File: src/rtl/i2cm_pkg.sv
package i2cm_pkg;
    typedef enum logic [2:0] {
        S_IDLE,
        S_START,
        S_ADDR,
        S_IADR,
        S_WDATA,
        S_RDATA,
        S_STOP
    } state_t;
endpackage

File: src/rtl/i2cm_tick.sv
module i2cm_tick #(
    parameter int QTR_CLKS = 4
) (
    input  logic clk,
    input  logic rst_n,
    input  logic run,
    output logic tick
);
    localparam int CW = (QTR_CLKS > 1) ? $clog2(QTR_CLKS) : 1;

    logic [CW-1:0] cnt;

    assign tick = run && (cnt == CW'(QTR_CLKS - 1));

    always_ff @(posedge clk or negedge rst_n) begin
        if (!rst_n)
            cnt <= '0;
        else if (!run || tick)
            cnt <= '0;
        else
            cnt <= cnt + CW'(1);
    end
endmodule

File: src/rtl/i2cm_hold.sv
module i2cm_hold #(
    parameter int W = 8
) (
    input  logic         clk,
    input  logic         rst_n,
    input  logic         load,
    input  logic [W-1:0] din,
    input  logic         take,
    output logic [W-1:0] dout,
    output logic         full
);
    // A load wins over a take in the same cycle, so no byte is lost.
    always_ff @(posedge clk or negedge rst_n) begin
        if (!rst_n) begin
            dout <= '0;
            full <= 1'b0;
        end else if (load) begin
            dout <= din;
            full <= 1'b1;
        end else if (take) begin
            full <= 1'b0;
        end
    end
endmodule

File: src/rtl/i2c_master_ctl.sv
module i2c_master_ctl
    import i2cm_pkg::*;
#(
    parameter int QTR_CLKS = 4,
    parameter int LEN_W    = 8
) (
    input  logic             clk,
    input  logic             rst_n,
    input  logic             cmd_start,
    input  logic [6:0]       cfg_dev,
    input  logic             cfg_read,
    input  logic             cfg_ia_en,
    input  logic [7:0]       cfg_ia,
    input  logic [LEN_W-1:0] cfg_rd_len,
    input  logic             tx_wr,
    input  logic [7:0]       tx_byte,
    input  logic             rx_pop,
    output logic [7:0]       rx_byte,
    output logic             st_tx_ready,
    output logic             st_rx_ready,
    output logic             st_nack,
    output logic             st_done,
    output logic             scl_low,
    output logic             sda_low,
    input  logic             sda_in
);
    localparam logic [3:0] ACK_BIT = 4'd8;
    localparam logic [3:0] LAST_RX = 4'd7;

    state_t           state, state_nx;
    logic [1:0]       q;
    logic [3:0]       bitn;
    logic [7:0]       shreg;
    logic [LEN_W-1:0] rem;
    logic [6:0]       dev_l;
    logic [7:0]       ia_l;
    logic             rd_l, ia_en_l, rs_done, ack_ok;
    logic             running, tick, bit_end, sample, is_send, byte_end, go;
    logic             tx_full, tx_take, rx_load, addr_rw;
    logic [7:0]       tx_q;

    assign running  = (state != S_IDLE);
    assign bit_end  = tick && (q == 2'd3);
    assign sample   = tick && (q == 2'd1);
    assign is_send  = (state == S_ADDR) || (state == S_IADR) || (state == S_WDATA);
    assign byte_end = bit_end && (bitn == ACK_BIT) && (is_send || state == S_RDATA);
    assign go       = cmd_start && (state == S_IDLE);
    assign addr_rw  = rd_l && (!ia_en_l || rs_done);
    assign tx_take  = byte_end && (state_nx == S_WDATA);
    assign rx_load  = (state == S_RDATA) && bit_end && (bitn == LAST_RX);
    assign st_tx_ready = !tx_full;

    i2cm_tick #(.QTR_CLKS(QTR_CLKS)) u_tick (
        .clk  (clk),
        .rst_n(rst_n),
        .run  (running),
        .tick (tick)
    );

    i2cm_hold #(.W(8)) u_txh (
        .clk  (clk),
        .rst_n(rst_n),
        .load (tx_wr),
        .din  (tx_byte),
        .take (tx_take),
        .dout (tx_q),
        .full (tx_full)
    );

    i2cm_hold #(.W(8)) u_rxh (
        .clk  (clk),
        .rst_n(rst_n),
        .load (rx_load),
        .din  (shreg),
        .take (rx_pop),
        .dout (rx_byte),
        .full (st_rx_ready)
    );

    // Next-state decision
    always_comb begin
        state_nx = state;
        unique case (state)
            S_IDLE:  if (cmd_start) state_nx = S_START;
            S_START: if (bit_end)   state_nx = S_ADDR;
            S_ADDR: if (byte_end) begin
                if (!ack_ok)                    state_nx = S_STOP;
                else if (addr_rw)               state_nx = S_RDATA;
                else if (ia_en_l && !rs_done)   state_nx = S_IADR;
                else if (tx_full)               state_nx = S_WDATA;
                else                            state_nx = S_STOP;
            end
            S_IADR: if (byte_end) begin
                if (!ack_ok)      state_nx = S_STOP;
                else if (rd_l)    state_nx = S_START;
                else if (tx_full) state_nx = S_WDATA;
                else              state_nx = S_STOP;
            end
            S_WDATA: if (byte_end) state_nx = (ack_ok && tx_full) ? S_WDATA : S_STOP;
            S_RDATA: if (byte_end) state_nx = (rem == LEN_W'(1)) ? S_STOP : S_RDATA;
            S_STOP:  if (bit_end)  state_nx = S_IDLE;
            default: state_nx = S_IDLE;
        endcase
    end

    // State and datapath registers
    always_ff @(posedge clk or negedge rst_n) begin
        if (!rst_n) begin
            state   <= S_IDLE;
            q       <= '0;
            bitn    <= '0;
            shreg   <= '0;
            rem     <= '0;
            dev_l   <= '0;
            ia_l    <= '0;
            rd_l    <= 1'b0;
            ia_en_l <= 1'b0;
            rs_done <= 1'b0;
            ack_ok  <= 1'b0;
            st_nack <= 1'b0;
            st_done <= 1'b0;
        end else begin
            state <= state_nx;
            if (tick)
                q <= q + 2'd1;
            if (bit_end)
                bitn <= (bitn == ACK_BIT || state == S_START || state == S_STOP)
                        ? '0 : bitn + 4'd1;
            if (go) begin
                dev_l   <= cfg_dev;
                rd_l    <= cfg_read;
                ia_en_l <= cfg_ia_en;
                ia_l    <= cfg_ia;
                rem     <= (cfg_rd_len == '0) ? LEN_W'(1) : cfg_rd_len;
                rs_done <= 1'b0;
                st_nack <= 1'b0;
                st_done <= 1'b0;
            end
            if (sample) begin
                if (state == S_RDATA) begin
                    if (bitn != ACK_BIT)
                        shreg <= {shreg[6:0], sda_in};
                end else if (is_send && bitn == ACK_BIT) begin
                    ack_ok <= !sda_in;
                end
            end
            if (state_nx == S_ADDR && state != S_ADDR)
                shreg <= {dev_l, addr_rw};
            else if (state_nx == S_IADR && state != S_IADR)
                shreg <= ia_l;
            else if (tx_take)
                shreg <= tx_q;
            if (state == S_IADR && state_nx == S_START)
                rs_done <= 1'b1;
            if (state == S_RDATA && byte_end)
                rem <= rem - LEN_W'(1);
            if (byte_end && is_send && !ack_ok)
                st_nack <= 1'b1;
            if (state == S_STOP && bit_end)
                st_done <= 1'b1;
        end
    end

    // Line drive per state and quarter
    always_comb begin
        scl_low = 1'b0;
        sda_low = 1'b0;
        unique case (state)
            S_IDLE: begin
                scl_low = 1'b0;
                sda_low = 1'b0;
            end
            S_START: begin
                scl_low = (q == 2'd0) || (q == 2'd3);
                sda_low = q[1];
            end
            S_STOP: begin
                scl_low = (q == 2'd0);
                sda_low = !q[1];
            end
            S_RDATA: begin
                scl_low = !q[1];
                sda_low = (bitn == ACK_BIT) && (rem != LEN_W'(1));
            end
            default: begin
                scl_low = !q[1];
                sda_low = (bitn != ACK_BIT) && !shreg[~bitn[2:0]];
            end
        endcase
    end
endmodule

File: config.mk
export PLATFORM = sky130hd
export DESIGN_NAME = i2c_master_ctl
export DESIGN_NICKNAME = d
export VERILOG_FILES = /design/src/rtl/i2cm_pkg.sv /design/src/rtl/i2cm_tick.sv /design/src/rtl/i2cm_hold.sv /design/src/rtl/i2c_master_ctl.sv
export SDC_FILE = /design/constraint.sdc
export NUM_CORES = 1
export LEC_CHECK = 0
export CAP_MARGIN = 40
export CORE_AREA = 5 5 83 85
export CTS_CLUSTER_DIAMETER = 60
export DETAILED_ROUTE_END_ITERATION = 10
export DIE_AREA = 0 0 88 90
export DONT_BUFFER_PORTS = 1
export PLACE_DENSITY = 0.79
export SLEW_MARGIN = 10
export SYNTH_ARGS = -nofsm -noshare
export SYNTH_HDL_FRONTEND = slang
export SYNTH_HIERARCHICAL = 1
export SYNTH_SLANG_ARGS = --single-unit
File: constraint.sdc
create_clock -name clk -period 4 [get_ports clk]
set_input_delay 0 -clock clk [delete_from_list [all_inputs] [get_ports clk]]
set_output_delay 0 -clock clk [all_outputs]
set_load 0.05 [all_outputs]
==> results of run 1 <==
==> worst max-delay path, delay by kind of cell (launching register included) <==
kind	cells	cell delay [ns]
simple gates	5	1.00
mux	1	0.41
compound gates	4	0.91
flops	1	0.59
buf+inv	1	0.19
==> layout by cell type, fill, tap and decap left out, drive strengths merged, types with 2 or more instances in the layout <==
cell	Yosys	routed
nand2	88	88
dfrtp	66	66
dlygate4sd3	0	38
nand3	22	22
o21ai	19	19
mux2	18	18
inv	14	16
nor2	14	14
o211ai	14	14
ha	10	10
buf	7	10
a21oi	9	9
clkbuf	8	9
nand3b	8	8
o221ai	8	8
nand2b	6	6
a21o	6	6
nor4	5	5
o31ai	4	4
mux2i	4	4
o22ai	3	3
and3b	2	2
o311ai	2	2
nor2b	2	2
a41oi	2	2
mux4	2	2
a211oi	2	2
bufinv	0	2
and2	2	2
or3	2	2
or2	2	2
clkinv	0	2
==> report_power, final <==
part | internal, mW | leakage [nW] | switching, mW
combinational | 0.0405 | 1.06 | 0.0248
clock | 0.357 | 0.112 | 0.277
sequential | 0.675 | 0.822 | 0.00625
total | 1.07 | 1.99 | 0.308
==> cell usage after synthesis (all sizes together), types with 2 or more instances <==
cell	n	area share [%]
o31ai	4	0.82
o311ai	2	0.48
mux2	18	7.3
mux4	2	1.2
clkbuf	8	0.82
or3	2	0.48
and3b	2	0.48
nand2	88	9.1
nand2b	6	1.1
nor2b	2	0.34
inv	14	1.4
nor2	14	1.4
o221ai	8	2.1
o211ai	14	3.8
or2	2	0.34
nand3b	8	1.6
nor4	5	1.0
dfrtp	66	45
buf	7	1.4
ha	10	3.4
a211oi	2	0.41
mux2i	4	1.2
nand3	22	3.4
and2	2	0.38
a21o	6	1.5
o22ai	3	0.52
a21oi	9	1.2
a41oi	2	0.48
o21ai	19	2.6
==> state kept, by name, summed over array words and instances, names as in the netlist <==
| register | count |
|---|---|
| ack_ok | 1 |
| bitn | 4 |
| dev_l | 7 |
| ia_en_l | 1 |
| ia_l | 8 |
| q | 2 |
| rd_l | 1 |
| rem | 8 |
| rs_done | 1 |
| shreg | 8 |
| st_done | 1 |
| st_nack | 1 |
| state | 3 |
| u_rxh/dout | 8 |
| u_rxh/full | 1 |
| u_tick/cnt | 2 |
| u_txh/dout | 8 |
| u_txh/full | 1 |
==> final cells by class <==
class,count,area (sq um)
multi-input combinational,273,1860
sequential,66,1650
tap,77,96.3
clock buffer,9,124
clock inverter,7,101
fill,438,1770
timing repair buffer,48,475
inverter,14,52.6
==> metrics by stage <==
step	utilization [%]	instance area, sq um
after floorplan	-	3640
after global placement	60.5	3710
after detailed placement	60.8	3730
after CTS	71.1	4360
after global routing	71.1	4360
final	71.1	4360
==> metal layers <==
layer  share of wire [%]  wire, um  up-vias
li1                    -         -     1406
met1                  43      3720     1460
met2                  50      4320      120
met3                 6.2       540       12
met4                 1.4       119        0
met5                   0         0        -
==> how the worst min path moves through the flow <==
stage / slack, ns / from / depth (start not counted) / end
after floorplan: -0.30 / rst_n / 0 / ack_ok
after global placement: -0.29 / rst_n / 0 / q[0]
after detailed placement: -0.29 / rst_n / 0 / q[0]
after CTS: 0.05 / cfg_rd_len[6] / 4 / rem[0]
after global routing: 0.09 / cfg_rd_len[6] / 4 / rem[0]
final: 0.06 / cfg_rd_len[6] / 4 / rem[0]
==> logic make-up (layout without fill, tap and decap cells) <==
| kind of cell | Yosys count | count (layout) |
|---|---|---|
| AO/OA/AOI/OAI | 78 | 78 |
| XOR/XNOR | 1 | 1 |
| adder cells (fa/ha/maj) | 10 | 10 |
| buffers and inverters | 29 | 78 |
| flip-flops | 66 | 66 |
| multiplexers | 24 | 24 |
| AND/OR/NAND/NOR | 160 | 160 |
==> flow_summary.json, run 1 <==
{
  "grt_busiest_layer": "met2",
  "cap_violations": 0,
  "p_leak_nw": 1.99,
  "cts_made_buffers": 9,
  "area_growth_pct": 19.8,
  "clock_sinks": 66,
  "tns_ns": 0,
  "crit_path_start": "state[0]",
  "r2r_end": "shreg[6]",
  "critPathKind": "flop to flop",
  "ios": 53,
  "final.period_utilization_pct": 79.2,
  "coreArea_sq_mm": 0.00613,
  "setup_viol": 0,
  "path_clk_slew_ns": 0.08,
  "synth-async-reset-ratio_pct": 100,
  "drive_above_1_share_pct": 16.5,
  "die_w_um": 88,
  "detail-route-antenna-nets": 0,
  "synth-seq-area-share_pct": 45.3,
  "rsz0062_at_grt": "false",
  "critPathLaunchType": "flop",
  "status": "finished clean",
  "yosys.cell_types.count": 62,
  "fmax_mhz": 316,
  "cts-root-buf": "clkbuf_8",
  "synth-simple-area-share_pct": 21.2,
  "endpoint": "shreg[6]",
  "max_stage_delay_ns": 0.59,
  "synthFlopType": "dfrtp_1",
  "synth_compound_area_share_pct": 16.3,
  "antenna_cells": 0,
  "antenna_found_initial": 0,
  "grt_max_degree": 67,
  "via_per_inst": 6.07,
  "cp_max_fo": 15,
  "cts_tree": "built",
  "synthAdderAreaFrac_pct": 3.44,
  "r2r_start": "state[0]",
  "r2r_slack_ns": 0.83,
  "finalHoldViolCount": 0,
  "synth_top_family_by_area": "simple AND/OR/NAND/NOR gates",
  "gr-usage-met3_pct": 5.94,
  "synth_nets": 417,
  "post_cts_buffers": 0,
  "grt_pass1_wl_um": 14400,
  "netlist_instances": 368,
  "vias": 2998,
  "dieHeight_um": 90,
  "worst_slack_ns": 0.831,
  "worst_slew_pin_slew_ns": 0.714,
  "synthMuxAreaShare_pct": 9.76,
  "grt-ovfl-total": 0,
  "whs_ns": 0.0584,
  "synth.avg_cell_area_sq_um": 9.90,
  "setup.worst_path.end_class": "flop",
  "fin_cells": 494,
  "arrival_ns": 3.44,
  "drc": 0,
  "drtIter0Drc": 266,
  "met2_usage_pct": 35.6,
  "ys.warnings.count": 6,
  "rows": 29,
  "cts_resized": 0,
  "use_met1_pct": 31.6,
  "drt-total-wl_um": 8700,
  "min_path_type": "input port to flop",
  "start_util_pct": 59.4,
  "worstPathRequired_ns": 4.27,
  "powerDensity_mw_per_mm2": 316,
  "htreeDepth": 3,
  "clk_latency_ns": 0.35,
  "synthesis.area_sq_mm": 0.00364,
  "place.gp.congestion": 0.920,
  "synth-edff-count": 0,
  "track_usage_pct": 22.9,
  "dp_hpwl_um": 5870,
  "relSlewSlack_pct": 52.2,
  "fin_nets": 461,
  "portBuffers": 0,
  "drt_pass1_iterations": 5,
  "ys_ff_latch": 66,
  "cts_buffer_depth": 2,
  "period_minus_slack_ns": 3.17,
  "drv_slew": 0,
  "cts_hold_buffers": 39,
  "peakVddDrop_v": 0.000330,
  "grt_pass1_vias": 2865,
  "worstRegToRegCells": 11,
  "dp.cells": 439,
  "synthXorXnorAreaFrac_pct": 0.240,
  "die_area_sq_mm": 0.00792,
  "worstPathCellList": "nor2_1 > nand2_1 > and2_2 > and2_1 > nand3_4 > a2111oi_1 > o21ai_1 > buf_4 > mux2i_2 > o221ai_1 > o211ai_2",
  "crit_slowest_cell": "dfrtp_1",
  "final.setup_skew_ns": 0.00992,
  "dpl_worst_slack_ns": 0.897,
  "total_power_mw": 1.38,
  "wire_per_inst_um": 17.6
}
(Power assumes the default switching activity.)
==> run 2, diff against run 1 <==
--- a/config.mk
+++ b/config.mk
@@ -6,12 +6,12 @@
 export NUM_CORES = 1
 export LEC_CHECK = 0
 export CAP_MARGIN = 40
-export CORE_AREA = 5 5 83 85
+export CORE_AREA = 5 5 86 88
 export CTS_CLUSTER_DIAMETER = 60
 export DETAILED_ROUTE_END_ITERATION = 10
-export DIE_AREA = 0 0 88 90
+export DIE_AREA = 0 0 91 93
 export DONT_BUFFER_PORTS = 1
-export PLACE_DENSITY = 0.79
+export PLACE_DENSITY = 0.77
 export SLEW_MARGIN = 10
 export SYNTH_ARGS = -nofsm -noshare
 export SYNTH_HDL_FRONTEND = slang
==> constraint.sdc (replaced) <==
create_clock -name clk -period 2.62 [get_ports clk]
set_input_delay 0 -clock clk [delete_from_list [all_inputs] [get_ports clk]]
set_output_delay 0 -clock clk [all_outputs]
set_load 0.05 [all_outputs]
==> flow_summary.json, run 2 (synthesized netlist as in run 1, its figures left out) <==
{
  "status": "finished clean",
  "grt_max_degree": 67,
  "ios": 53,
  "fmax_mhz": 394,
  "critPathLaunchType": "flop",
  "cts_buffer_depth": 2,
  "cts-root-buf": "clkbuf_8",
  "period_minus_slack_ns": 2.54,
  "final.period_utilization_pct": 96.9,
  "drt-total-wl_um": 9310,
  "area_growth_pct": 27.0,
  "via_per_inst": 5.93,
  "coreArea_sq_mm": 0.00657,
  "min_path_type": "input port to flop",
  "cts_made_buffers": 9,
  "wire_per_inst_um": 18.1,
  "clk_latency_ns": 0.35,
  "arrival_ns": 2.76,
  "antenna_cells": 0,
  "setup_viol": 0,
  "place.gp.congestion": 0.922,
  "htreeDepth": 3,
  "drtIter0Drc": 221,
  "detail-route-antenna-nets": 0,
  "worst_slew_pin_slew_ns": 0.674,
  "clock_sinks": 66,
  "grt-ovfl-total": 0,
  "die_w_um": 91,
  "worst_slack_ns": 0.0824,
  "final_common_cell": "nand2_1",
  "fin_nets": 480,
  "rsz0062_at_grt": "true",
  "die_area_sq_mm": 0.00846,
  "dp.cells": 458,
  "finalHoldViolCount": 0,
  "p_leak_nw": 2.09,
  "grt_pass1_wl_um": 15300,
  "final_cell_mix": "88 x nand2_1, 66 x dfrtp_1, 38 x dlygate4sd3_1, 27 x buf_4, 21 x nand3_1",
  "cts_tree": "built",
  "rows": 30,
  "portBuffers": 0,
  "setup.worst_path.end_class": "flop",
  "fin_util_pct": 70.4,
  "dieHeight_um": 93,
  "nFillCells": 423,
  "whs_ns": 0.0123,
  "antenna_found_initial": 0,
  "peakVddDrop_v": 0.000391,
  "dpl_worst_slack_ns": -0.139,
  "drive_above_1_share_pct": 24.5,
  "vias": 3059,
  "tns_ns": 0,
  "fin_cells": 516,
  "cap_violations": 0,
  "drc": 0,
  "worstPathRequired_ns": 2.84,
  "drt_pass1_iterations": 4,
  "final.setup_skew_ns": 0.0114,
  "cp_max_fo": 8,
  "dp_hpwl_um": 6100,
  "drv_slew": 0,
  "track_usage_pct": 22.7,
  "relSlewSlack_pct": 54.9,
  "powerDensity_mw_per_mm2": 451,
  "start_util_pct": 55.4,
  "path_clk_slew_ns": 0.08,
  "critPathKind": "flop to flop",
  "grt_pass1_vias": 3061
}
[run 2: layout make-up]
type / instances / area, sq um / share of cell area [%]
clock buffers: 9 / 124 / 2.68
clock inverters: 7 / 91.3 / 1.97
inverters: 14 / 52.6 / 1.14
multi-input cells: 273 / 1980 / 42.9
flip-flops and latches: 66 / 1650 / 35.7
well taps: 80 / 100 / 2.16
repair buffers: 67 / 622 / 13.4
[run 2: through the flow]
| step | power (mW) | cell area (sq um) |
|---|---|---|
| 2_1_floorplan | 1.08 | 3670 |
| 3_3_place_gp | 1.08 | 3870 |
| 3_5_place_dp | 1.08 | 3870 |
| 4_1_cts | 2.10 | 4510 |
| 5_1_grt | 2.16 | 4630 |
| 6_report | 2.09 | 4630 |
[run 2: repair_timing]
item | CTS | global route
buffers inserted | 0 | 3
resized for setup | 6 | 20
endpoints found under the hold margin | 104 | 0
endpoints found under the setup margin | 9 | 12
hold buffers | 39 | 0
pin swaps | 0 | 2
gates cloned | 0 | 0
[run 2: power breakdown]
group / internal [mW] / leakage (nW) / switching, mW / total, mW
combinational: 0.0618 / 1.16 / 0.0382 / 0.100
sequential: 1.03 / 0.822 / 0.00996 / 1.04
clock: 0.534 / 0.109 / 0.411 / 0.945
total: 1.63 / 2.09 / 0.460 / 2.09
[run 2: routing by layer]
| layer | GRT usage, % | vias up | share of wire [%] |
|---|---|---|---|
| li1 | - | 1449 | - |
| met1 | 30.7 | 1471 | 43 |
| met2 | 36.8 | 120 | 48 |
| met3 | 5.47 | 19 | 6.6 |
| met4 | 5.75 | 0 | 1.8 |
| met5 | 0 | - | 0 |
[run 2: worst paths after layout]
path                            end  startpoint  slack (ns)  cells past startpoint
min                         rs_done   cmd_start        0.01                      3
max reg2reg                shreg[7]    state[2]        0.08                     12
min in group asynchronous    rem[5]       rst_n        0.21                      2
max                        shreg[7]    state[2]        0.08                     12
min reg2reg                 ia_l[3]     ia_l[3]        0.47                      2
max in group asynchronous   ia_l[6]       rst_n        2.12                      2
[run 2: critical path, stage by stage, from the launching register on]
cell	delay, ns
dfrtp_1	0.42
nor2_2	0.13
nand2_1	0.08
and2_4	0.18
nand2_1	0.17
buf_4	0.18
nor2_1	0.07
a41oi_2	0.25
o21ai_4	0.13
buf_4	0.16
or2_4	0.29
o221ai_1	0.24
o211ai_2	0.10
==> run 3, diff against run 2 <==
--- a/config.mk
+++ b/config.mk
@@ -11,6 +11,7 @@
 export DETAILED_ROUTE_END_ITERATION = 10
 export DIE_AREA = 0 0 91 93
 export DONT_BUFFER_PORTS = 1
+export GPL_ROUTABILITY_DRIVEN = 0
 export PLACE_DENSITY = 0.77
 export SLEW_MARGIN = 10
 export SYNTH_ARGS = -nofsm -noshare
==> constraint.sdc (replaced) <==
create_clock -name clk -period 2.62 [get_ports clk]
set_input_delay 0.524 -clock clk [delete_from_list [all_inputs] [get_ports clk]]
set_output_delay 0.524 -clock clk [all_outputs]
set_load 0.05 [all_outputs]
==> flow_summary.json, run 3 (synthesized netlist as in run 1, its figures left out) <==
{
  "status": "finished clean",
  "cap_violations": 0,
  "r2r_slack_ns": 0.09,
  "final_cell_mix": "88 x nand2_1, 66 x dfrtp_1, 26 x buf_4, 21 x nand3_1, 18 x mux2_4",
  "worstRegToRegCells": 8,
  "cts_made_buffers": 9,
  "antenna_found_initial": 0,
  "grt_pass1_vias": 2899,
  "whs_ns": 0.0404,
  "peakVddDrop_v": 0.000399,
  "relSlewSlack_pct": 58.9,
  "dp.cells": 458,
  "tns_ns": 0,
  "grt-ovfl-total": 0,
  "drc": 0,
  "total_power_mw": 1.99,
  "fin_nets": 442,
  "r2r_start": "state[0]",
  "critPathKind": "flop to flop",
  "final_common_cell": "nand2_1",
  "start_util_pct": 55.4,
  "grt_max_degree": 67,
  "fin_util_pct": 64.0,
  "dieHeight_um": 93,
  "dpl_worst_slack_ns": -0.0148,
  "cts-root-buf": "clkbuf_8",
  "gr-usage-met3_pct": 4.83,
  "finalHoldViolCount": 0,
  "portBuffers": 0,
  "final.period_utilization_pct": 96.7,
  "period_minus_slack_ns": 2.53,
  "p_leak_nw": 1.93,
  "cts_buffer_depth": 2,
  "clock_sinks": 66,
  "cp_max_fo": 8,
  "min_path_type": "input port to async pin",
  "dp_hpwl_um": 6190,
  "drv_slew": 0,
  "fmax_mhz": 395,
  "r2r_end": "shreg[3]",
  "grt_busiest_layer": "met2",
  "htreeDepth": 3,
  "met2_usage_pct": 32.7,
  "cts_tree": "built",
  "rsz0062_at_grt": "true",
  "critPathLaunchType": "flop",
  "track_usage_pct": 20.8,
  "die_w_um": 91,
  "worst_slack_ns": 0.0870,
  "area_growth_pct": 15.4,
  "vias": 2901,
  "drt_pass1_iterations": 5,
  "worstPathRequired_ns": 2.89,
  "drtIter0Drc": 320,
  "antenna_cells": 0,
  "rows": 30,
  "final.setup_skew_ns": 0.00788,
  "setup.worst_path.end_class": "flop",
  "powerDensity_mw_per_mm2": 473,
  "clk_latency_ns": 0.34,
  "via_per_inst": 6.07,
  "detail-route-antenna-nets": 0,
  "design_area_sq_mm": 0.00420,
  "arrival_ns": 2.80,
  "die_area_sq_mm": 0.00846,
  "setup_viol": 0,
  "ios": 53,
  "use_met1_pct": 27.8,
  "drt-total-wl_um": 8550,
  "wire_per_inst_um": 17.9,
  "worst_slew_pin_slew_ns": 0.615,
  "nFillCells": 501,
  "coreArea_sq_mm": 0.00657,
  "drive_above_1_share_pct": 24.9,
  "grt_pass1_wl_um": 14200,
  "path_clk_slew_ns": 0.08,
  "fin_cells": 478,
  "placed_cell_area_sq_mm": 0.00388
}
## run 3: cell types whose count changed in the layout (fill, tap and decap cells not counted), moves of 2 or more
| cell | before | now |
|---|---|---|
| clkbuf_8 | 9 | 11 |
| o221ai_1 | 4 | 7 |
| ha_1 | 7 | 9 |
| o221ai_2 | 4 | 1 |
| ha_2 | 2 | 0 |
| dlygate4sd3_1 | 38 | 0 |
| clkinv_2 | 3 | 1 |
## run 3: final cells by class
type | instances | area (sq um) | area share (%)
Tap cell | 80 | 100 | 2.38
Multi-Input combinational cell | 273 | 1930 | 46.0
Timing Repair Buffer | 29 | 254 | 6.04
Inverter | 14 | 52.6 | 1.25
Clock buffer | 11 | 151 | 3.60
Sequential cell | 66 | 1650 | 39.3
Clock inverter | 5 | 60.1 | 1.43
## run 3: what timing repair did
item,in CTS,in global routing
hold buffers,1,0
endpoints found under the hold margin,66,0
buffers inserted,0,3
resized for setup,4,12
endpoints found under the setup margin,8,13
## run 3: critical path, stage by stage, from the launching register on
cell and delay (ns):
dfrtp_1 0.40, buf_4 0.17, nand2b_2 0.22, a2111o_1 0.43, mux2_4 0.31, a21o_1 0.20, mux2_4 0.29, a21o_4 0.27
o211ai_2 0.17
## run 3: worst max-delay path by stage
stage | slack (ns) | cells past startpoint | to | from
after CTS | 0.02 | 9 | shreg[3] | u_tick/cnt[0]
final | 0.09 | 8 | shreg[3] | state[0]
after global routing | -0.02 | 9 | shreg[5] | u_tick/cnt[0]
after detailed placement | -0.01 | 9 | shreg[6] | u_tick/cnt[0]
after global placement | 0.10 | 9 | shreg[6] | u_tick/cnt[0]
after floorplan | 0.006 | 10 | shreg[1] | state[2]
## run 3: where the power goes
part / switching [mW] / internal (mW) / total (mW) / leakage (nW)
clock: 0.406 / 0.495 / 0.901 / 0.106
combinational: 0.0227 / 0.0242 / 0.0470 / 1.00
sequential: 0.00877 / 1.03 / 1.04 / 0.822
total: 0.438 / 1.55 / 1.99 / 1.93
## run 3: routing by layer
metal | up-vias | part of all wire, %
li1 | 1375 | -
met1 | 1401 | 44
met2 | 109 | 48
met3 | 16 | 6.4
met4 | 0 | 1.3
met5 | - | 0
